[src/rtl/dab_pwm_pkg.sv]
package dab_pwm_pkg;

  // Variant of the lagging bridge
  typedef enum logic {
    LAG_STRETCH = 1'b0,   // own counter, one stretched period per change
    LAG_WINDOW  = 1'b1    // compare window on the shared counter
  } lag_style_e;

  // (a - b) modulo period, both operands already below period
  function automatic logic [31:0] mod_sub(input logic [31:0] a,
                                          input logic [31:0] b,
                                          input logic [31:0] period);
    return (a >= b) ? (a - b) : (a + period - b);
  endfunction

  // True while cnt lies in the half period that opens at ph
  function automatic logic in_high_window(input logic [31:0] cnt,
                                          input logic [31:0] ph,
                                          input logic [31:0] period);
    return mod_sub(cnt, ph, period) < (period >> 1);
  endfunction

  // A lag value is accepted only inside one period
  function automatic logic phase_legal(input logic [31:0] v,
                                       input logic [31:0] period);
    return v < period;
  endfunction

endpackage

[src/rtl/dab_ref_timebase.sv]
module dab_ref_timebase #(
  parameter int PERIOD = 16000
) (
  input  logic                      clk,
  input  logic                      rst_n,
  input  logic                      run_i,
  output logic [$clog2(PERIOD)-1:0] cnt_o,
  output logic                      wrap_o
);
  localparam int CW = $clog2(PERIOD);

  logic [CW-1:0] cnt_q;

  // Last tick of a reference period: the boundary event
  assign wrap_o = run_i && (cnt_q == CW'(PERIOD - 1));
  assign cnt_o  = cnt_q;

  always_ff @(posedge clk or negedge rst_n) begin
    if (!rst_n)       cnt_q <= '0;
    else if (!run_i)  cnt_q <= '0;
    else if (wrap_o)  cnt_q <= '0;
    else              cnt_q <= cnt_q + 1'b1;
  end

  assert_ref_count_range_R2: assert property (@(posedge clk) disable iff (!rst_n)
    cnt_q < CW'(PERIOD));

  assert_ref_idle_zero_R2: assert property (@(posedge clk) disable iff (!rst_n)
    !run_i |=> (cnt_q == '0));

endmodule

[src/rtl/dab_phase_ctl.sv]
module dab_phase_ctl import dab_pwm_pkg::*; #(
  parameter int PERIOD = 16000
) (
  input  logic                      clk,
  input  logic                      rst_n,
  input  logic                      run_i,
  input  logic                      wr_i,
  input  logic [$clog2(PERIOD)-1:0] din_i,
  input  logic                      ref_wrap_i,
  input  logic                      busy_i,
  output logic [$clog2(PERIOD)-1:0] ph_act_o,
  output logic [$clog2(PERIOD)-1:0] delta_o,
  output logic                      apply_o
);
  localparam int CW = $clog2(PERIOD);

  logic [CW-1:0] shadow_q;
  logic [CW-1:0] act_q;
  logic          take;

  // Move shadow to active only on a boundary with no change in flight
  assign take     = ref_wrap_i && !busy_i && (shadow_q != act_q);
  assign apply_o  = take;
  assign ph_act_o = act_q;
  assign delta_o  = CW'(mod_sub(32'(shadow_q), 32'(act_q), 32'(PERIOD)));

  always_ff @(posedge clk or negedge rst_n) begin
    if (!rst_n) begin
      shadow_q <= '0;
      act_q    <= '0;
    end else begin
      if (wr_i && phase_legal(32'(din_i), 32'(PERIOD)))
        shadow_q <= din_i;
      if (!run_i)    act_q <= '0;
      else if (take) act_q <= shadow_q;
    end
  end

  assert_bad_write_ignored_R7: assert property (@(posedge clk) disable iff (!rst_n)
    (wr_i && !phase_legal(32'(din_i), 32'(PERIOD))) |=> (shadow_q == $past(shadow_q)));

  assert_phase_held_R8: assert property (@(posedge clk) disable iff (!rst_n)
    (run_i && !ref_wrap_i) |=> (act_q == $past(act_q)));

endmodule

[src/rtl/dab_lag_gen.sv]
module dab_lag_gen import dab_pwm_pkg::*; #(
  parameter int         PERIOD    = 16000,
  parameter lag_style_e LAG_STYLE = LAG_STRETCH
) (
  input  logic                      clk,
  input  logic                      rst_n,
  input  logic                      run_i,
  input  logic [$clog2(PERIOD)-1:0] ref_cnt_i,
  input  logic [$clog2(PERIOD)-1:0] ph_act_i,
  input  logic                      apply_i,
  input  logic [$clog2(PERIOD)-1:0] delta_i,
  output logic                      sq_o,
  output logic                      busy_o
);
  localparam int CW = $clog2(PERIOD);

  generate
    if (LAG_STYLE == LAG_STRETCH) begin : g_stretch
      localparam int C2W = $clog2(2 * PERIOD);

      logic [C2W-1:0] c2_q;
      logic           pend_q;
      logic           str_q;
      logic [CW-1:0]  ext_q;
      logic           nom_end;
      logic           str_end;
      wire            unused_stretch = ^{ref_cnt_i, ph_act_i};

      assign nom_end = (c2_q == C2W'(PERIOD - 1));
      assign str_end = (c2_q == (C2W'(PERIOD - 1) + C2W'(ext_q)));

      always_ff @(posedge clk or negedge rst_n) begin
        if (!rst_n) begin
          c2_q <= '0; pend_q <= 1'b0; str_q <= 1'b0; ext_q <= '0;
        end else if (!run_i) begin
          c2_q <= '0; pend_q <= 1'b0; str_q <= 1'b0; ext_q <= '0;
        end else begin
          if (apply_i) begin
            pend_q <= 1'b1;
            ext_q  <= delta_i;
          end
          if (str_q) begin
            if (str_end) begin
              c2_q  <= '0;
              str_q <= 1'b0;
            end else begin
              c2_q <= c2_q + 1'b1;
            end
          end else if (nom_end) begin
            if (pend_q) begin
              c2_q   <= c2_q + 1'b1;
              str_q  <= 1'b1;
              pend_q <= 1'b0;
            end else begin
              c2_q <= '0;
            end
          end else begin
            c2_q <= c2_q + 1'b1;
          end
        end
      end

      // High part is fixed; the stretch lengthens only the low part
      assign sq_o   = run_i && (c2_q < C2W'(PERIOD / 2));
      assign busy_o = pend_q || str_q;

      assert_stretch_from_pending_R9: assert property (@(posedge clk) disable iff (!rst_n)
        $rose(str_q) |-> $past(pend_q));

      assert_stretch_single_R9: assert property (@(posedge clk) disable iff (!rst_n)
        str_q |-> !pend_q);

      assert_stretch_bound_R9: assert property (@(posedge clk) disable iff (!rst_n)
        c2_q < C2W'(2 * PERIOD - 1));
    end else begin : g_window
      wire unused_window = ^{clk, rst_n, apply_i, delta_i};

      assign sq_o   = run_i && in_high_window(32'(ref_cnt_i), 32'(ph_act_i), 32'(PERIOD));
      assign busy_o = 1'b0;
    end
  endgenerate

endmodule

[src/rtl/dab_deadband.sv]
module dab_deadband #(
  parameter int DEAD = 4
) (
  input  logic clk,
  input  logic rst_n,
  input  logic run_i,
  input  logic sq_i,
  output logic hi_o,
  output logic lo_o
);
  localparam int DW = $clog2(DEAD + 1);

  logic [DW-1:0] age_h;
  logic [DW-1:0] age_l;
  logic          hi_q;
  logic          lo_q;

  always_ff @(posedge clk or negedge rst_n) begin
    if (!rst_n) begin
      age_h <= '0; age_l <= '0; hi_q <= 1'b0; lo_q <= 1'b0;
    end else if (!run_i) begin
      age_h <= '0; age_l <= '0; hi_q <= 1'b0; lo_q <= 1'b0;
    end else begin
      // Count how long each side has been requested, saturating at DEAD
      if (!sq_i)                  age_h <= '0;
      else if (age_h != DW'(DEAD)) age_h <= age_h + 1'b1;
      if (sq_i)                   age_l <= '0;
      else if (age_l != DW'(DEAD)) age_l <= age_l + 1'b1;
      hi_q <= sq_i  && (age_h == DW'(DEAD));
      lo_q <= !sq_i && (age_l == DW'(DEAD));
    end
  end

  assign hi_o = hi_q;
  assign lo_o = lo_q;

  assert_no_shoot_through_R4: assert property (@(posedge clk) disable iff (!rst_n)
    !(hi_q && lo_q));

  assert_hi_after_lo_off_R4: assert property (@(posedge clk) disable iff (!rst_n)
    $rose(hi_q) |-> !$past(lo_q));

  assert_lo_after_hi_off_R4: assert property (@(posedge clk) disable iff (!rst_n)
    $rose(lo_q) |-> !$past(hi_q));

endmodule

[src/rtl/dab_pwm_phase.sv]
module dab_pwm_phase import dab_pwm_pkg::*; #(
  parameter int         PERIOD    = 16000,
  parameter int         DEAD      = 4,
  parameter lag_style_e LAG_STYLE = LAG_STRETCH
) (
  input  logic                      clk,
  input  logic                      rst_n,
  input  logic                      en,
  input  logic                      phase_wr,
  input  logic [$clog2(PERIOD)-1:0] phase_din,
  output logic [7:0]                gate_o
);
  localparam int CW   = $clog2(PERIOD);
  localparam int NBR  = 2;
  localparam int NLEG = 2;

  logic          run_q;
  logic [CW-1:0] ref_cnt;
  logic          ref_wrap;
  logic [CW-1:0] ph_act;
  logic [CW-1:0] delta;
  logic          apply;
  logic          busy;
  logic          sq_ref;
  logic          sq_lag;
  logic [NBR-1:0] bridge_sq;

  // One registered start event launches both bridges
  always_ff @(posedge clk or negedge rst_n) begin
    if (!rst_n) run_q <= 1'b0;
    else        run_q <= en;
  end

  dab_ref_timebase #(.PERIOD(PERIOD)) u_tb (
    .clk(clk), .rst_n(rst_n), .run_i(run_q),
    .cnt_o(ref_cnt), .wrap_o(ref_wrap)
  );

  assign sq_ref = run_q && in_high_window(32'(ref_cnt), 32'd0, 32'(PERIOD));

  dab_phase_ctl #(.PERIOD(PERIOD)) u_ph (
    .clk(clk), .rst_n(rst_n), .run_i(run_q),
    .wr_i(phase_wr), .din_i(phase_din),
    .ref_wrap_i(ref_wrap), .busy_i(busy),
    .ph_act_o(ph_act), .delta_o(delta), .apply_o(apply)
  );

  dab_lag_gen #(.PERIOD(PERIOD), .LAG_STYLE(LAG_STYLE)) u_lag (
    .clk(clk), .rst_n(rst_n), .run_i(run_q),
    .ref_cnt_i(ref_cnt), .ph_act_i(ph_act),
    .apply_i(apply), .delta_i(delta),
    .sq_o(sq_lag), .busy_o(busy)
  );

  assign bridge_sq = {sq_lag, sq_ref};

  generate
    for (genvar b = 0; b < NBR; b++) begin : g_bridge
      for (genvar l = 0; l < NLEG; l++) begin : g_leg
        logic leg_sq;
        // Leg B is driven from the inverted bridge wave
        assign leg_sq = (l == 0) ? bridge_sq[b] : !bridge_sq[b];
        dab_deadband #(.DEAD(DEAD)) u_db (
          .clk(clk), .rst_n(rst_n), .run_i(run_q), .sq_i(leg_sq),
          .hi_o(gate_o[4*b + 2*l]), .lo_o(gate_o[4*b + 2*l + 1])
        );
      end
    end
  endgenerate

  assert_gates_idle_R1: assert property (@(posedge clk) disable iff (!rst_n)
    !run_q |=> (gate_o == 8'h00));

  assert_legb_mirror_R3: assert property (@(posedge clk) disable iff (!rst_n)
    (gate_o[2] == gate_o[1]) && (gate_o[3] == gate_o[0]) &&
    (gate_o[6] == gate_o[5]) && (gate_o[7] == gate_o[4]));

endmodule

[config.mk]
export PLATFORM = sky130hd
export DESIGN_NAME = dab_pwm_phase
export DESIGN_NICKNAME = d
export VERILOG_FILES = /design/src/rtl/dab_pwm_pkg.sv /design/src/rtl/dab_ref_timebase.sv /design/src/rtl/dab_phase_ctl.sv /design/src/rtl/dab_lag_gen.sv /design/src/rtl/dab_deadband.sv /design/src/rtl/dab_pwm_phase.sv
export SDC_FILE = /design/constraint.sdc
export NUM_CORES = 1
export LEC_CHECK = 0
export BUFFER_PORTS_ARGS = -buffer_cell sky130_fd_sc_hd__buf_2
export CAP_MARGIN = 20
export CORE_ASPECT_RATIO = 2
export CORE_UTILIZATION = 69
export CTS_BUF_LIST = sky130_fd_sc_hd__clkbuf_8
export CTS_CLUSTER_DIAMETER = 150
export CTS_CLUSTER_SIZE = 25
export DETAILED_ROUTE_END_ITERATION = 12
export GPL_ROUTABILITY_DRIVEN = 1
export PLACE_DENSITY = 0.95
export SLEW_MARGIN = 10
export SYNTH_ARGS = -nofsm -noshare
export SYNTH_HDL_FRONTEND = slang
export SYNTH_HIERARCHICAL = 1
export SYNTH_SLANG_ARGS = --single-unit
export TNS_END_PERCENT = 50
[constraint.sdc]
create_clock -name clk -period 4.8 [get_ports clk]
set_input_delay 0.96 -clock clk [delete_from_list [all_inputs] [get_ports clk]]
set_output_delay 0.96 -clock clk [all_outputs]
set_load 0.05 [all_outputs]
# Yosys cells after proc, flatten, opt, wreduce, memory -nomap -nowiden
# Index checks and enable logic that the tools add are counted.
# W data, S select, Z words.
[totals] regBits=106 out_inout_bits=8
[op_classes] addsub=14 magnitude_cmp=4 n_eq_ne=29 muxes=54 reduce_logical=18
[op_table] cell="$mux W14" count=7
[op_table] cell="$mux W15" count=5
[op_table] cell="$mux W3" count=24
[op_table] cell="$ne A3 B3 Y1 const B" count=11
[op_table] cell="$sub A14 B14 Y14" count=2
[op_table] cell="$add A3 B1 Y3 const B" count=8
[op_table] cell="$eq A3 B3 Y1 const B" count=8
[op_table] cell="$mux W1" count=18
[op_table] cell="$add A14 B14 Y15 const A" count=1
[op_table] cell="$add A15 B1 Y15 const B" count=1
[op_table] cell="$eq A15 B14 Y1 const B" count=1
[op_table] cell="$eq A15 B15 Y1" count=1
[op_table] cell="$lt A15 B13 Y1 const B" count=1
[op_table] cell="$add A14 B1 Y14 const B" count=1
[op_table] cell="$add A14 B14 Y14 const B" count=1
[op_table] cell="$eq A14 B14 Y1 const B" count=1
[op_table] cell="$ge A14 B14 Y1" count=1
[op_table] cell="$logic_and A1 B1 Y1" count=14
[op_table] cell="$lt A14 B13 Y1 const B" count=1
[op_table] cell="$lt A14 B14 Y1 const B" count=1
[op_table] cell="$ne A14 B14 Y1" count=1
[op_table] cell="$ne A3 B1 Y1 const B" count=4
[op_table] cell="$logic_not A1 Y1" count=3
[op_table] cell="$ne A3 B2 Y1 const B" count=1
[op_table] cell="other kinds (2)" count=2

# Logic depth before layout (Yosys ltp)
# Gate-level depths: netlist (run 1).
[logic_depth] word_depth=9 ltp_mapped=14

# Modules after synthesis
# The synthesis (run 1) kept the hierarchy.
[by_module_without_submodules] mod="dab_phase_ctl" instances=1 cells_per_inst=302 area_per_inst_um2=2677.6 seq_area_each_um2=700.7
[by_module_without_submodules] mod="dab_lag_gen" instances=1 cells_per_inst=214 area_per_inst_um2=2023.2 seq_area_each_um2=775.7
[by_module_without_submodules] mod="dab_deadband" instances=4 cells_per_inst=40 area_per_inst_um2=412.9 seq_area_each_um2=200.2
[by_module_without_submodules] mod="dab_ref_timebase" instances=1 cells_per_inst=70 area_per_inst_um2=721.9 seq_area_each_um2=350.3
[by_module_without_submodules] mod="dab_pwm_phase" instances=1 cells_per_inst=7 area_per_inst_um2=58.8 seq_area_each_um2=25.0

# Least setup slack after synthesis (run 1)
# OpenSTA, ideal clock, no wires.
[synth_path] path_type="register to register" startpoint="reg u_tb.cnt_q[0], in the netlist u_tb/cnt_o[0]" endpoint="reg u_lag.g_stretch.ext_q[1]" setup_time_ns=0.121 arrival_time_ns=2.817 slack_ns=1.862 stages_incl_launch_ff=12 period_less_slack_ns=2.938 path_cell_list="dfrtp_1 -> ha_1 -> nand4_2 -> nor2_1 -> and3_1 -> inv_1 -> a311oi_2 -> buf_2 -> clkbuf_1 -> clkbuf_1 -> mux2i_1 -> nor2b_1"
[synth_via] elab_chain_cells=5
[synth_rtl] item="start, declared" line="dab_ref_timebase.sv:12" text="logic [CW-1:0] cnt_q;"
[synth_rtl] item="start signal, assigned" line="dab_ref_timebase.sv:22" text="else cnt_q <= cnt_q + 1'b1;"
[synth_rtl] item="$eq A14 B14 Y1" line="dab_ref_timebase.sv:15" text="assign wrap_o = run_i && (cnt_q == CW'(PERIOD - 1));"
[synth_rtl] item="$logic_and A1 B1 Y1" line="dab_ref_timebase.sv:15"
[synth_rtl] item="via ref_wrap" line="dab_pwm_phase.sv:19" text="logic ref_wrap;"
[synth_rtl] item="$logic_and A1 B1 Y1 (2 in series)" line="dab_phase_ctl.sv:22" text="assign take = ref_wrap_i && !busy_i && (shadow_q != act_q);"
[synth_rtl] item="via apply" line="dab_pwm_phase.sv:22" text="logic apply;"
[synth_rtl] item="$ne A2 B1 Y1 (no line)"
[synth_rtl] item="end signal, assigned" line="dab_lag_gen.sv:40" text="ext_q <= delta_i;"
[synth_rtl] item="end, declared" line="dab_lag_gen.sv:24" text="logic [CW-1:0] ext_q;"
# The timed path passes the listed nets, and every way through them passes these cells.
# A chain may end at the register's enable or synchronous reset.

# Worst setup path after layout (run 1)
[layout_path] startpoint="reg u_ph.act_q[1], in the netlist u_ph/ph_act_o[1]" endpoint="reg u_lag.g_stretch.ext_q[13]"
[layout_via] elab_chain_cells=4 elab_cells_between_ends=9
[layout_rtl] item="start, declared" line="dab_phase_ctl.sv:18" text="logic [CW-1:0] act_q;"
[layout_rtl] item="start signal, assigned" line="dab_phase_ctl.sv:35" text="else if (take) act_q <= shadow_q;"
[layout_rtl] item="$sub A14 B14 Y14 / $ge A14 B14 Y1 (equally long branches)" line="dab_pwm_pkg.sv:13" text="return (a >= b) ? (a - b) : (a + period - b);"
[layout_rtl] item="$mux W14 (*)" line="dab_pwm_pkg.sv:13"
[layout_rtl] item="via delta[13]" line="dab_pwm_phase.sv:21" text="logic [CW-1:0] delta;"
[layout_rtl] item="$mux W14 (*)" line="dab_lag_gen.sv:38" text="if (apply_i) begin"
[layout_rtl] item="$mux W14 (*)" line="dab_lag_gen.sv:35" text="end else if (!run_i) begin"
# Mark *: on every way through the listed nets, which the timed path passes. The rest lies on a longest branch. The select of a mux whose other input is x is not followed.

==> results of run 1 <==
## power groups by stage
stage	registers, mW	clock network [mW]	logic, mW
floorplan	0.954	0	0.301
global placement	0.957	0	0.377
detailed placement	0.961	0	0.400
CTS	0.943	0.601	0.407
global route	0.948	0.628	0.452
finish	0.944	0.592	0.413
## cells in the mapped netlist (all sizes together) (9+ instances only)
| cell | instances | area, µm² |
|---|---|---|
| fa | 9 | 180 |
| a21oi | 42 | 214 |
| mux2 | 15 | 173 |
| nor2b | 27 | 169 |
| nor2 | 74 | 310 |
| and2 | 12 | 75.1 |
| and3b | 9 | 78.8 |
| xor2 | 24 | 210 |
| nand2 | 52 | 198 |
| a21o | 13 | 108 |
| nand3 | 40 | 200 |
| nor3 | 17 | 130 |
| mux2i | 20 | 200 |
| ha | 51 | 638 |
| xnor2 | 37 | 324 |
| nand4 | 9 | 68.8 |
| o21ai | 25 | 125 |
| inv | 66 | 248 |
| dfrtp | 106 | 2650 |
| a21bo | 9 | 90.1 |
| clkbuf | 15 | 56.3 |
## layout by cell type (no fill, tap or decap), drive strengths merged, types with 9 or more instances in the layout
cell,Yosys,final
dfrtp,106,106
nor2,74,74
inv,66,70
nand2,52,52
ha,51,51
a21oi,42,42
nand3,40,40
xnor2,37,37
buf,6,30
nor2b,27,27
o21ai,25,25
xor2,24,24
mux2i,20,20
nor3,17,17
mux2,15,15
a21o,13,13
and2,12,12
clkbuf,15,10
a21bo,9,9
and3b,9,9
fa,9,9
nand4,9,9
## final timing paths
path                                  start                            endpoint  slack, ns  depth (start not counted)
hold / removal                u_tb/cnt_o[0]                       u_tb/cnt_o[0]       0.52                          1
setup / recovery           u_ph/ph_act_o[1]           u_lag/g_stretch.ext_q[13]       1.48                         13
max in group asynchronous             rst_n  g_bridge[0].g_leg[1].u_db/age_h[2]       3.07                          2
hold reg to reg               u_tb/cnt_o[0]                       u_tb/cnt_o[0]       0.52                          1
min in group asynchronous             rst_n            u_lag/g_stretch.c2_q[12]       0.67                          1
setup reg to reg           u_ph/ph_act_o[1]           u_lag/g_stretch.ext_q[13]       1.48                         13
## routing by layer
metal	up-vias	GRT usage, %	part of all wire (%)
li1	2600	-	-
met3	84	4.43	2.7
met5	-	0	0
met4	0	20.2	5.9
met2	171	59.5	57
met1	2737	30.2	34
## layout make-up
class / instances / area (µm²) / share of cell area [%]
Sequential cell: 106 / 2650 / 34.9
Inverter: 66 / 248 / 3.26
Tap cell: 135 / 169 / 2.22
Multi-Input combinational cell: 560 / 4140 / 54.6
Clock buffer: 10 / 138 / 1.81
Clock inverter: 6 / 73.8 / 0.972
Timing Repair Buffer: 30 / 169 / 2.22
## state kept, by name, indices dropped and copies added (netlist names)
register and flops:
u_lag/g_stretch.c2_q 15, u_lag/g_stretch.ext_q 14, u_ph/ph_act_o 14, u_ph/shadow_q 14
u_tb/cnt_o 14, g_bridge.g_leg.u_db/age_h 12, g_bridge.g_leg.u_db/age_l 12, g_bridge.g_leg.u_db/hi_o 4
g_bridge.g_leg.u_db/lo_o 4, run_q 1, u_lag/g_stretch.pend_q 1, u_lag/g_stretch.str_q 1
## cell families (layout without fill, tap and decap cells)
logic type / count (synthesis) / in the layout
AO/OA/AOI/OAI: 128 / 128
XOR/XNOR: 61 / 61
adder cells (fa/ha/maj): 60 / 60
buffers and inverters: 87 / 112
flip-flops: 106 / 106
multiplexers: 35 / 35
AND/OR/NAND/NOR: 276 / 276
## metrics by stage
step | hold WS [ns] | cell area [µm²] | total power [mW] | cells
2_1_floorplan | 0.468 | 7130 | 1.26 | 753
3_3_place_gp | 0.487 | 7370 | 1.33 | 896
4_1_cts | 0.520 | 7580 | 1.95 | 912
5_1_grt | 0.554 | 7590 | 2.03 | 913
6_report | 0.520 | 7590 | 1.95 | 913
3_5_place_dp | 0.504 | 7370 | 1.36 | 896
==> reports/results.tsv, run 1 <==
stage	metric	value	unit
outcome	outcome	complete, no violations	
worst_setup_path	max incr delay on CP	0.46	ns
timing	final clock skew	0.0157	ns
timing	final setup violation count	0	
worst_setup_path	crit-path cells	inv_1 -> ha_1 -> ha_1 -> fa_1 -> a211o_1 -> a31oi_1 -> o21ai_1 -> o21ai_1 -> o31a_1 -> a41oi_1 -> xor2_1 -> mux2i_1 -> nor2b_1	
timing	final worst slack	1.48	ns
worst_setup_path	crit end category	flip-flop	
synth	Simple-Gate Fraction of Synth Area	21.4	%
detailed_routing	Vias	5592	
synth	largest family of logic cells by synthesized area	simple AND/OR/NAND/NOR gates	
placed_design	RD Place Congestion	0.934	
worst_setup_path	CP max FO	3	
synth	Cells after Synth	753	
die	Die ar.	0.0108	mm²
synth	Synth warnings	6	
clocking	Hold-fix buffers, CTS	0	
detailed_routing	Initial DRC Count	363	
worst_setup_path	CP Buf/Inv Count	1	
timing	Least-Margin Pin Slew	0.911	ns
worst_setup_path	Crit-path slowest cell	fa_1	
final_layout	Final Util	75.3	%
global_routing	GR Util All Layers	31.7	%
synth	post-synthesis xor/xnor area fraction	7.49	%
final_layout	nets	851	
clocking	clk slew on worst S/H paths	0.10	ns
worst_setup_path	CP arrival	3.60	ns
clocking	CTS Sinks	106	
pwr	clock power share	30.4	%
pwr	PwrDens	257	mW/mm²
synth	Avg Inst Size Synth	9.47	µm²
final_layout	Area growth syn-to-layout	6.45	%
die	Die H	146	µm
timing	RSZ-0062 raised after global routing	false	
pwr	Psw	595	µW
synth	Synth cell types	61	
synth	synthesized area	0.00713	mm²
flow_run	max-cap check violation count	0	
timing	setup tns final	0	ns
pwr	Seq pwr share	48.4	%
die	Site Rows	52	
global_routing	initial antenna violation count	0	
detailed_routing	routed length per instance	17.1	µm
pwr	Comb power frac	21.2	%
die	Placeable Area	0.0101	mm²
pwr	VDD IR max	0.229	mV
timing	fmax	302	MHz
pwr	switch share	30.5	%
detailed_routing	DR DRC count	0	
timing	Rel. slew slack	39.3	%
timing	Tmin final	3.32	ns
synth	Compound-Gate Fraction of Synth Area	12.4	%
synth	FF+latch count, synth	106	
timing	Pins Over Slew Limit	0	
final_layout	ANT cells	0	
clocking	Inserted Clock Buffers	9	
detailed_routing	DR vias/cell	6.12	
global_routing	vias in the first global route	6024	
final_layout	layout cells sized above 1	14.5	%
clocking	CTS resizes	0	
worst_setup_path	Worst Path Required	5.08	ns
placed_design	DP HPWL	11400	µm
clocking	Clock Tree Buf Depth	2	
placed_design	dpl ws	1.59	ns
synth	asr flop ratio synth	100	%
placed_design	IO Port Bufs	25	
die	Starting Density	70.7	%
synth	Seq/Total Area, Yosys	37.2	%
clocking	# H-tree levels	3	
synth	EDFF count, synth	0	
synth	multiplexer area fraction after synthesis	5.23	%
worst_setup_path	CP Launch Type	flip-flop	
pwr	P_leak	3.42	nW
global_routing	GRT overflow	0	
detailed_routing	Final ANT Viol Nets	0	
global_routing	largest net degree at the start of global routing	64	
clocking	CTS tree	yes	
global_routing	global-route wire length before repair	26300	µm
timing	Final Hold Fails	0	
timing	Final Cycle Share	69.1	%
synth	Post-synth top flop	dfrtp_1	
clocking	Worst-Skew Late Latency	0.39	ns
worst_setup_path	Crit Path Category	reg2reg	
die	chip width	73.9	µm
detailed_routing	drt first pass iters	5	
detailed_routing	WL final	15600	µm
final_layout	Fill cells	632	
synth	Synth Area in Adders	11.5	%
die	# IOs	26	
clocking	CTS root buf	clkbuf_8	
worst_setup_path	CP delay by family, top	compound AO/OA/AOI/OAI gates	
synth	syn_nets	831	
pwr	P_int	1.35	mW
min_path	Min-Delay Path Class	reg2reg	
clocking	postcts setup bufs	0	
(Power assumes the default switching activity.)
==> inputs of run 2 (changes only) <==
--- a/config.mk
+++ b/config.mk
@@ -8,13 +8,13 @@
 export BUFFER_PORTS_ARGS = -buffer_cell sky130_fd_sc_hd__buf_2
 export CAP_MARGIN = 20
 export CORE_ASPECT_RATIO = 2
-export CORE_UTILIZATION = 69
+export CORE_UTILIZATION = 59
 export CTS_BUF_LIST = sky130_fd_sc_hd__clkbuf_8
 export CTS_CLUSTER_DIAMETER = 150
 export CTS_CLUSTER_SIZE = 25
 export DETAILED_ROUTE_END_ITERATION = 12
 export GPL_ROUTABILITY_DRIVEN = 1
-export PLACE_DENSITY = 0.95
+export PLACE_DENSITY = 0.9
 export SLEW_MARGIN = 10
 export SYNTH_ARGS = -nofsm -noshare
 export SYNTH_HDL_FRONTEND = slang
==> constraint.sdc (replaced) <==
create_clock -name clk -period 3 [get_ports clk]
set_input_delay 0.6 -clock clk [delete_from_list [all_inputs] [get_ports clk]]
set_output_delay 0.6 -clock clk [all_outputs]
set_load 0.05 [all_outputs]
==> run 2 against run 1 <==
  * The flow now finishes with violations (setup timing)
  * Global-route usage is 7.4 points lower
  * Sequential share of layout area is 0.55 points lower
  * Fmax is 9.6% higher
  * Critical path depth is 1 lower
  * Clock power is 43% higher
  * Critical path type unchanged
==> reports/results.tsv, run 2 (synthesis gave the netlist of run 1 again) <==
stage	metric	value	unit	change
clocking	CTS Sinks	106		unchanged
global_routing	GR Util All Layers	24.3	%	was 31.7%
worst_setup_path	CP Buf/Inv Count	0		was 1
final_layout	max FFs per register	15		unchanged
worst_setup_path	reg2reg start	u_ph/shadow_q[1]		was u_ph/ph_act_o[1]
worst_setup_path	Crit-path slowest cell	dfrtp_1		was fa_1
timing	final worst slack	-0.0245	ns	was 1.48 ns
global_routing	gr busiest metal	met2		unchanged
clocking	CTS root buf	clkbuf_8		unchanged
detailed_routing	Vias	5468		was 5592
worst_setup_path	CP delay by family, top	compound AO/OA/AOI/OAI gates		unchanged
detailed_routing	Initial DRC Count	329		was 363
final_layout	layout cells sized above 1	16.3	%	was 14.5%
final_layout	nets	862		was 851
worst_setup_path	crit-path cells	ha_1 -> ha_1 -> fa_1 -> a211o_1 -> a31oi_1 -> o21ai_1 -> o21ai_2 -> nand4b_1 -> a41oi_2 -> xor2_1 -> mux2i_1 -> nor2b_1		was inv_1 -> ha_1 -> ha_1 -> fa_1 -> a211o_1 -> a31oi_1 -> o21ai_1 -> o21ai_1 -> o31a_1 -> a41oi_1 -> xor2_1 -> mux2i_1 -> nor2b_1
final_layout	ANT cells	0		unchanged
detailed_routing	routed length per instance	15.5	µm	was 17.1 µm
clocking	Worst-Skew Late Latency	0.39	ns	about the same
die	Die ar.	0.0126	mm²	was 0.0108 mm²
placed_design	DP HPWL	10300	µm	was 11400 µm
clocking	Inserted Clock Buffers	9		unchanged
timing	final clock skew	0.0140	ns	was 0.0157 ns
timing	fmax	331	MHz	was 302 MHz
placed_design	RD Place Congestion	0.901		was 0.934
detailed_routing	DR vias/cell	5.85		was 6.12
clocking	clk slew on worst S/H paths	0.11	ns	was 0.10 ns
timing	Final Hold Fails	0		unchanged
global_routing	met1 Usage GRT	24.1	%	was 30.2%
pwr	PwrDens	393	mW/mm²	was 257 mW/mm²
worst_setup_path	crit end category	flip-flop		unchanged
die	chip width	79.8	µm	was 73.9 µm
clocking	CTS tree	yes		unchanged
worst_setup_path	Setup crit start	u_ph/shadow_q[1]		was u_ph/ph_act_o[1]
worst_setup_path	CP max FO	3		unchanged
clocking	# H-tree levels	3		unchanged
global_routing	initial antenna violation count	0		unchanged
global_routing	largest net degree at the start of global routing	73		was 64
clocking	Hold-fix buffers, CTS	0		unchanged
final_layout	Biggest register	u_lag/g_stretch.c2_q		unchanged
timing	Tmin final	3.02	ns	was 3.32 ns
timing	RSZ-0062 raised after global routing	true		was false
pwr	Psw	947	µW	was 595 µW
die	Site Rows	56		was 52
timing	WHS	0.325	ns	was 0.520 ns
placed_design	IO Port Bufs	25		unchanged
timing	setup tns final	-0.0245	ns	was 0 ns
worst_setup_path	Worst Path Required	3.31	ns	was 5.08 ns
detailed_routing	WL final	14400	µm	was 15600 µm
global_routing	GR Util met2	45.1	%	was 59.5%
flow_run	max-cap check violation count	0		unchanged
final_layout	commonest non-fill, non-tap cell in the layout	dfrtp_1		unchanged
timing	Rel. slew slack	36.3	%	was 39.3%
die	Placeable Area	0.0118	mm²	was 0.0101 mm²
die	Die H	158	µm	was 146 µm
worst_setup_path	CP Launch Type	flip-flop		unchanged
pwr	P_leak	3.46	nW	was 3.42 nW
timing	final setup violation count	1		was 0
timing	Pins Over Slew Limit	0		unchanged
min_path	Min-Delay Path Class	in2async		was reg2reg
global_routing	GR met3 Demand/Resource	4.52	%	was 4.43%
final_layout	area of the multi-input gates	0.00418	mm²	was 0.00414 mm²
detailed_routing	DR DRC count	0		unchanged
pwr	Comb power frac	22.4	%	was 21.2%
final_layout	Fill cells	922		was 632
global_routing	GRT overflow	0		unchanged
pwr	switch share	31.2	%	was 30.5%
pwr	VDD IR max	0.321	mV	was 0.229 mV
outcome	outcome	finished with violations		was complete, no violations
detailed_routing	drt first pass iters	4		was 5
worst_setup_path	Worst path depth	12		was 13
worst_setup_path	max incr delay on CP	0.40	ns	was 0.46 ns
worst_setup_path	Crit Path Category	reg2reg		unchanged
pwr	P_int	2.09	mW	was 1.35 mW
timing	Least-Margin Pin Slew	0.956	ns	was 0.911 ns
die	# IOs	26		unchanged
pwr	clock power share	27.9	%	was 30.4%
die	Starting Density	60.6	%	was 70.7%
final_layout	Reg area	0.00265	mm²	unchanged
global_routing	vias in the first global route	5583		was 6024
pwr	Seq pwr share	49.7	%	was 48.4%
final_layout	Area growth syn-to-layout	8.16	%	was 6.45%
worst_setup_path	CP arrival	3.34	ns	was 3.60 ns
worst_setup_path	cell repeated most along the worst path	ha_1		
clocking	Clock Tree Buf Depth	2		unchanged
worst_setup_path	Reg2Reg Depth	12		was 13
outcome	failing checks	setup timing		
timing	Final Cycle Share	101	%	was 69.1%
detailed_routing	Final ANT Viol Nets	0		unchanged
final_layout	most frequent cells in the layout	106 x dfrtp_1, 66 x inv_1, 61 x nor2_1		was 106 x dfrtp_1, 67 x inv_1, 61 x nor2_1
global_routing	global-route wire length before repair	24000	µm	was 26300 µm
## run 2: worst paths after layout
| check | to | slack [ns] |
|---|---|---|
| setup / recovery | u_lag/g_stretch.ext_q[13] | -0.02 |
| hold / removal | u_ph/shadow_q[1] | 0.32 |
| setup reg to reg | u_lag/g_stretch.ext_q[13] | -0.02 |
| hold reg to reg | u_tb/cnt_o[0] | 0.52 |
| max in group asynchronous | g_bridge[1].g_leg[0].u_db/age_l[2] | 1.97 |
| min in group clk | run_q | 0.33 |
## run 2: metal layers
| layer | up-vias | share of wire, % |
|---|---|---|
| met1 | 2660 | 37 |
| met3 | 57 | 3.4 |
| met2 | 131 | 55 |
| met5 | - | 0 |
| li1 | 2620 | - |
| met4 | 0 | 4.8 |
## run 2: worst reg2reg max path, cell delays in order, from the launching register on
cell	delay, ns
dfrtp_1	0.40
ha_1	0.31
ha_1	0.24
fa_1	0.40
a211o_1	0.27
a31oi_1	0.24
o21ai_1	0.14
o21ai_2	0.19
nand4b_1	0.14
a41oi_2	0.21
xor2_1	0.18
mux2i_1	0.09
nor2b_1	0.13
## run 2: cell type report
| type | instances | share of cell area [%] |
|---|---|---|
| Timing Repair Buffer | 40 | 3.44 |
| Clock buffer | 9 | 1.61 |
| Clock inverter | 7 | 0.827 |
| Inverter | 66 | 3.21 |
| Tap cell | 145 | 2.35 |
| Sequential cell | 106 | 34.4 |
| Multi-Input combinational cell | 561 | 54.2 |
## run 2: power by group through the flow
stage          registers [mW]  clock network, mW  logic (mW)
2_1_floorplan            1.53                  0       0.482
3_3_place_gp             1.53                  0       0.632
3_5_place_dp             1.53                  0       0.654
4_1_cts                  1.51              0.872       0.663
5_1_grt                  1.51              0.915       0.748
6_report                 1.51              0.846       0.680
## run 2: through the flow
step	instance area, µm²	utilization [%]	total power, mW	cells	setup slack (ns)
2_1_floorplan	7130	-	2.01	753	0.0621
3_3_place_gp	7490	63.6	2.16	917	0.117
3_5_place_dp	7490	63.6	2.19	917	0.00489
4_1_cts	7680	65.3	3.04	933	0.00959
5_1_grt	7710	65.5	3.18	934	-0.108
6_report	7710	65.5	3.03	934	-0.0245
## run 2: repair_timing
| action | in CTS | in global routing |
|---|---|---|
| buffers inserted | 0 | 0 |
| setup endpoints to repair | 1 | 15 |
| cloned | 0 | 1 |
| gates resized for setup | 1 | 3 |
| pin swaps | 0 | 1 |
